`src/rtl/peak_search_pkg.sv`:
```
package peak_search_pkg;

  typedef enum logic [1:0] {
    ST_IDLE,   // waiting for start
    ST_WAIT,   // request issued, waiting for the evaluator
    ST_STORE,  // coarse sweep finished, latch winner
    ST_FIN     // publish result
  } srch_state_t;

endpackage

```
`src/rtl/pk_window.sv`:
```
// Fine-window bounds around a centre angle, clamped to [0, SPAN].
module pk_window #(
  parameter int AW   = 11,
  parameter int SPAN = 1800,
  parameter int HALF = 10
) (
  input  logic [AW-1:0] center,
  output logic [AW-1:0] lo,
  output logic [AW-1:0] hi
);
  localparam logic [AW:0] HALF_W = (AW+1)'(HALF);
  localparam logic [AW:0] SPAN_W = (AW+1)'(SPAN);

  logic [AW:0] c_w, sum_w;

  always_comb begin
    c_w   = {1'b0, center};
    sum_w = c_w + HALF_W;
    lo    = (c_w < HALF_W) ? '0 : AW'(c_w - HALF_W);
    hi    = (sum_w > SPAN_W) ? AW'(SPAN_W) : AW'(sum_w);
  end
endmodule

```
`src/rtl/pk_tracker.sv`:
```
// Running maximum; strictly-greater update keeps the earliest angle on ties.
module pk_tracker #(
  parameter int AW = 11,
  parameter int VW = 16
) (
  input  logic          clk,
  input  logic          rst,
  input  logic          clr,
  input  logic          upd,
  input  logic [AW-1:0] angle,
  input  logic [VW-1:0] value,
  output logic [AW-1:0] best_angle,
  output logic [VW-1:0] best_value
);
  logic have;

  always_ff @(posedge clk) begin
    if (rst) begin
      have       <= 1'b0;
      best_angle <= '0;
      best_value <= '0;
    end else if (clr) begin
      have <= 1'b0;
    end else if (upd) begin
      have <= 1'b1;
      if (!have || value > best_value) begin
        best_angle <= angle;
        best_value <= value;
      end
    end
  end
endmodule

```
`src/rtl/pk_store.sv`:
```
// Result store holding the coarse-sweep winner.
module pk_store #(
  parameter int AW = 11,
  parameter int VW = 16
) (
  input  logic          clk,
  input  logic          rst,
  input  logic          we,
  input  logic [AW-1:0] d_angle,
  input  logic [VW-1:0] d_value,
  output logic [AW-1:0] q_angle,
  output logic [VW-1:0] q_value
);
  always_ff @(posedge clk) begin
    if (rst) begin
      q_angle <= '0;
      q_value <= '0;
    end else if (we) begin
      q_angle <= d_angle;
      q_value <= d_value;
    end
  end
endmodule

```
`src/rtl/peak_search_ctrl.sv`:
```
module peak_search_ctrl #(
  parameter int AW          = 11,
  parameter int VW          = 16,
  parameter int SPAN        = 1800,
  parameter int COARSE_STEP = 10,
  parameter int FINE_STEP   = 1,
  parameter int FINE_HALF   = 10
) (
  input  logic          clk,
  input  logic          rst,
  input  logic          start,
  input  logic          fine_mode,
  output logic          req_valid,
  output logic [AW-1:0] req_angle,
  input  logic          rsp_valid,
  input  logic [VW-1:0] rsp_value,
  output logic          done,
  output logic [AW-1:0] peak_angle,
  output logic [VW-1:0] peak_value
);
  import peak_search_pkg::*;

  localparam logic [AW-1:0] COARSE_LAST = AW'((SPAN / COARSE_STEP) * COARSE_STEP);
  localparam logic [AW-1:0] C_STEP      = AW'(COARSE_STEP);
  localparam logic [AW-1:0] F_STEP      = AW'(FINE_STEP);

  srch_state_t   state;
  logic          fine_q;     // mode latched at start
  logic          in_fine;    // second sweep active
  logic [AW-1:0] step_q;
  logic [AW-1:0] end_q;

  logic          accept, trk_clr, store_we;
  logic [AW-1:0] best_a, cache_a, win_lo, win_hi;
  logic [VW-1:0] best_v, cache_v;

  assign accept   = (state == ST_WAIT) && rsp_valid && !req_valid;
  assign trk_clr  = ((state == ST_IDLE) && start) || ((state == ST_STORE) && fine_q);
  assign store_we = (state == ST_STORE);

  pk_tracker #(.AW(AW), .VW(VW)) u_trk (
    .clk(clk), .rst(rst), .clr(trk_clr), .upd(accept),
    .angle(req_angle), .value(rsp_value),
    .best_angle(best_a), .best_value(best_v)
  );

  pk_store #(.AW(AW), .VW(VW)) u_store (
    .clk(clk), .rst(rst), .we(store_we),
    .d_angle(best_a), .d_value(best_v),
    .q_angle(cache_a), .q_value(cache_v)
  );

  pk_window #(.AW(AW), .SPAN(SPAN), .HALF(FINE_HALF)) u_win (
    .center(best_a), .lo(win_lo), .hi(win_hi)
  );

  always_ff @(posedge clk) begin
    if (rst) begin
      state      <= ST_IDLE;
      req_valid  <= 1'b0;
      req_angle  <= '0;
      done       <= 1'b0;
      peak_angle <= '0;
      peak_value <= '0;
      fine_q     <= 1'b0;
      in_fine    <= 1'b0;
      step_q     <= '0;
      end_q      <= '0;
    end else begin
      req_valid <= 1'b0;
      done      <= 1'b0;
      case (state)
        ST_IDLE: begin
          if (start) begin
            fine_q    <= fine_mode;
            in_fine   <= 1'b0;
            req_angle <= '0;
            step_q    <= C_STEP;
            end_q     <= COARSE_LAST;
            req_valid <= 1'b1;
            state     <= ST_WAIT;
          end
        end
        ST_WAIT: begin
          if (accept) begin
            if (req_angle == end_q) begin
              state <= in_fine ? ST_FIN : ST_STORE;
            end else begin
              req_angle <= req_angle + step_q;
              req_valid <= 1'b1;
            end
          end
        end
        ST_STORE: begin
          if (fine_q) begin
            in_fine   <= 1'b1;
            req_angle <= win_lo;
            end_q     <= win_hi;
            step_q    <= F_STEP;
            req_valid <= 1'b1;
            state     <= ST_WAIT;
          end else begin
            state <= ST_FIN;
          end
        end
        ST_FIN: begin
          done       <= 1'b1;
          peak_angle <= in_fine ? best_a : cache_a;
          peak_value <= in_fine ? best_v : cache_v;
          state      <= ST_IDLE;
        end
        default: state <= ST_IDLE;
      endcase
    end
  end
endmodule

```
`config.mk`:
```
export PLATFORM = sky130hd
export DESIGN_NAME = peak_search_ctrl
export DESIGN_NICKNAME = d
export VERILOG_FILES = /design/src/rtl/peak_search_pkg.sv /design/src/rtl/pk_window.sv /design/src/rtl/pk_tracker.sv /design/src/rtl/pk_store.sv /design/src/rtl/peak_search_ctrl.sv
export SDC_FILE = /design/constraint.sdc
export NUM_CORES = 1
export LEC_CHECK = 0
export ABC_AREA = 1
export CAP_MARGIN = 10
export CORE_MARGIN = 2
export CORE_UTILIZATION = 57
export CTS_CLUSTER_DIAMETER = 50
export CTS_CLUSTER_SIZE = 25
export DETAILED_ROUTE_END_ITERATION = 12
export PLACE_DENSITY = 0.8
export SLEW_MARGIN = 20
export SYNTH_ARGS = -nofsm -noshare
export SYNTH_HDL_FRONTEND = slang
export SYNTH_SLANG_ARGS = --single-unit
```
`constraint.sdc`:
```
create_clock -name clk -period 2.3 [get_ports clk]
set_clock_uncertainty 0.05 [all_clocks]
set_input_delay 0.23 -clock clk [delete_from_list [all_inputs] [get_ports clk]]
set_output_delay 0.23 -clock clk [all_outputs]
set_load 0.02 [all_outputs]
```
==> results.json <==
{
  "insertion_delay_ns": 0.38,
  "status": "complete, no violations",
  "worstPathMaxFanout": 10,
  "worst_pin_slew_ns": 0.5379,
  "fin_crit_ns": 2.081,
  "syn_to_final_growth_pct": 15.25,
  "netlist_instances": 858,
  "syn_area_um2": 5933,
  "yosysSeqAreaShare_pct": 37.45,
  "max_freq_ghz": 0.4806,
  "dp_hpwl_um": 11470,
  "grt.overflow.total": 0,
  "cp-end-kind": "register",
  "final_max_slew_viol_count": 0,
  "post_cts_buffers": 0,
  "clock-sinks": 111,
  "crit_path_top_delay_cell": "dfxtp_1",
  "synth.distinct_cells": 39,
  "rsz0062_at_grt": "false",
  "post-route-period-util_pct": 90.47,
  "fin_nets": 947,
  "die_h_um": 106.0,
  "drtIter0Drc": 371,
  "avgSynthCellArea_um2": 6.915,
  "combPwrFrac_pct": 36.2,
  "fp.dieW_um": 106.0,
  "cp.required_ns": 2.54,
  "internal_power_mw": 3.322,
  "crit_path_max_incr_delay_ns": 0.45,
  "start_util_pct": 57.99,
  "gp_congestion": 0.9614,
  "drt-vias-per-instance": 5.563,
  "p_leak_nw": 2.668,
  "root_buffer": "clkbuf_8",
  "crit_chain": "inv_1 -> ha_1 -> nand2_1 -> nand2_1 -> inv_1 -> o21ai_2 -> nor2_4 -> o21ai_2 -> inv_2 -> nand2_1 -> o21ai_1 -> inv_1",
  "cap_violations": 0,
  "finalSetupTns_ns": 0,
  "ir_drop_mv": 0.4848,
  "regArea_um2": 2223,
  "grt_pass1_vias": 5500,
  "synth_edf_count": 0,
  "firstDrtPassIters": 4,
  "antenna_found_initial": 0,
  "grt_usage_pct": 28.57,
  "synth-seq-cells": 111,
  "pwr-share-seq_pct": 42.9,
  "htreeDepth": 3,
  "synthTopCellsByArea": "dfxtp_1 (37%), nand2_1 (12%), a21oi_1 (9.2%), ha_1 (5.5%), nand3_1 (5.3%)",
  "cts_made_buffers": 9,
  "hp-class": "primary input to register",
  "via_count": 5785,
  "multi_input_area_um2": 3156,
  "yosys_warnings": 0,
  "p_clk_share_pct": 20.8,
  "power.switching_mw": 2.287,
  "crit_family": "simple AND/OR/NAND/NOR gates",
  "synth_nets": 906,
  "ys_async_sr_fraction_pct": 0,
  "fin_util_pct": 66.83,
  "finalHoldViolCount": 0,
  "synth_top_area_share_pct": 37.45,
  "antenna_cells": 0,
  "timing.critical_path.buf_inv": 4,
  "rows": 37,
  "p_sw_share_pct": 40.77,
  "arrival_ns": 2.32,
  "die-area_um2": 11240,
  "clock_path_buffers": 2,
  "grt_pass1_wl_um": 26080,
  "cp-start-kind": "register",
  "max-slew-margin-rel_pct": 64.14,
  "drive_above_1_share_pct": 7.522,
  "grt_max_degree": 55,
  "synth_top_area_cell": "dfxtp_1",
  "core_um2": 10230,
  "cts_tree": "built",
  "io_pins": 61,
  "cts.reportedPaths.clkPinSlew_ns": 0.12,
  "ys.flop_type": "dfxtp_1",
  "final-setup-viol-count": 0,
  "portBuffers": 60,
  "power.density_nw_per_um2": 820.4,
  "critPathKind": "register to register",
  "antenna_left": 0,
  "routed_wirelength_um": 15830,
  "wire_per_inst_um": 15.22,
  "nFillCells": 948,
  "drc": 0
}
worst reg2reg max path, cell delays in order, from the launching register on:
cell     delay (ns)
dfxtp_1        0.45
inv_1          0.13
ha_1           0.25
nand2_1        0.13
nand2_1        0.13
inv_1          0.12
o21ai_2        0.09
nor2_4         0.15
o21ai_2        0.09
inv_2          0.17
nand2_1        0.08
o21ai_1        0.12
inv_1          0.05
power by group through the flow:
stage / Sequential [mW] / Clock [mW] / Combinational (mW)
2_1_floorplan: 2.40 / 0 / 1.48
3_3_place_gp: 2.42 / 0 / 1.92
3_5_place_dp: 2.44 / 0 / 2.00
4_1_cts: 2.40 / 1.20 / 2.01
5_1_grt: 2.44 / 1.28 / 2.27
6_report: 2.41 / 1.17 / 2.03
path summary, 6_finish.rpt:
kind                            slack, ns  cells after the start          start              to
worst max register to register       0.22                     12       state[1]        end_q[3]
worst max-delay path                 0.22                     12       state[1]        end_q[3]
worst min-delay path                 0.24                      2            rst  peak_value[13]
worst min register to register       0.43                      2  peak_value[8]   peak_value[8]
synthesized netlist by cell type (2+ instances only):
cell / count
buf_4: 2
nor2_4: 4
clkbuf_1: 22
o21ai_1: 3
nor2_2: 4
a21oi_1: 109
nand2_4: 2
inv_1: 83
nor2_1: 81
nand3_1: 63
ha_1: 26
buf_1: 5
xnor2_1: 6
nand3_2: 3
nor3_4: 2
o21ai_2: 3
a211oi_1: 2
nand4_1: 6
o211ai_1: 22
buf_2: 16
xor2_1: 5
o21ai_0: 53
nand2_1: 196
dfxtp_1: 111
nand2_2: 4
inv_2: 10
nor3_1: 3
routing by layer:
metal	part of all wire, %	global-route usage (%)
met5	0	0
met2	50	49.35
met1	44	37.21
met3	4.6	2.820
met4	1.8	10.24
sequential cells by signal, summed over array words and instances, names as in the netlist, 2 cells and up:
signal            flops
u_trk.best_value     16
peak_angle           11
u_store.q_value      16
end_q                11
u_trk.best_angle     11
peak_value           16
req_angle            11
step_q                2
u_store.q_angle      11
state                 2
per-stage QoR:
step | setup WS, ns | power (mW) | instance area, µm² | hold slack [ns] | cells
2_1_floorplan | 0.3143 | 3.873 | 5933 | 0.3708 | 858
3_3_place_gp | 0.09188 | 4.342 | 6636 | 0.4032 | 1024
3_5_place_dp | 0.05519 | 4.439 | 6636 | 0.4073 | 1024
4_1_cts | 0.1546 | 5.607 | 6832 | 0.2183 | 1040
5_1_grt | 0.06123 | 5.982 | 6838 | 0.2356 | 1040
6_report | 0.2192 | 5.610 | 6838 | 0.2366 | 1040
placed cells by master, fill, tap and decap left out, drive strengths merged, types with 2 or more instances in the layout:
master,instances
a211oi,2
a21oi,109
buf,17
clkbuf,9
clkdlybuf4s50,59
clkinv,3
dfxtp,111
ha,26
inv,98
nand2,202
nand3,67
nand4,6
nor2,89
nor3,5
o211ai,22
o21ai,59
xnor2,6
xor2,6
area by class of cell:
class | count | share of cell area, %
Sequential cell | 111 | 32.52
Multi-Input combinational cell | 607 | 46.15
Clock buffer | 9 | 1.812
Inverter | 94 | 5.160
Timing Repair Buffer | 76 | 10.83
Clock inverter | 7 | 1.043
Tap cell | 136 | 2.489
repair_timing:
| action | 4_1_cts | 5_1_grt |
|---|---|---|
| resized for setup | 0 | 2 |
| hold buffers | 0 | 0 |
| endpoints found under the setup margin | 0 | 7 |
cell families after synthesis:
group / after synthesis / synth area share (%)
AND/OR/NAND/NOR: 370 / 27.18
AO/OA/AOI/OAI: 198 / 18.20
buffers and inverters: 140 / 9.448
flip-flops: 111 / 37.45
adder cells (fa/ha/maj): 27 / 5.820
XOR/XNOR: 12 / 1.898
(Power assumes the default switching activity.)
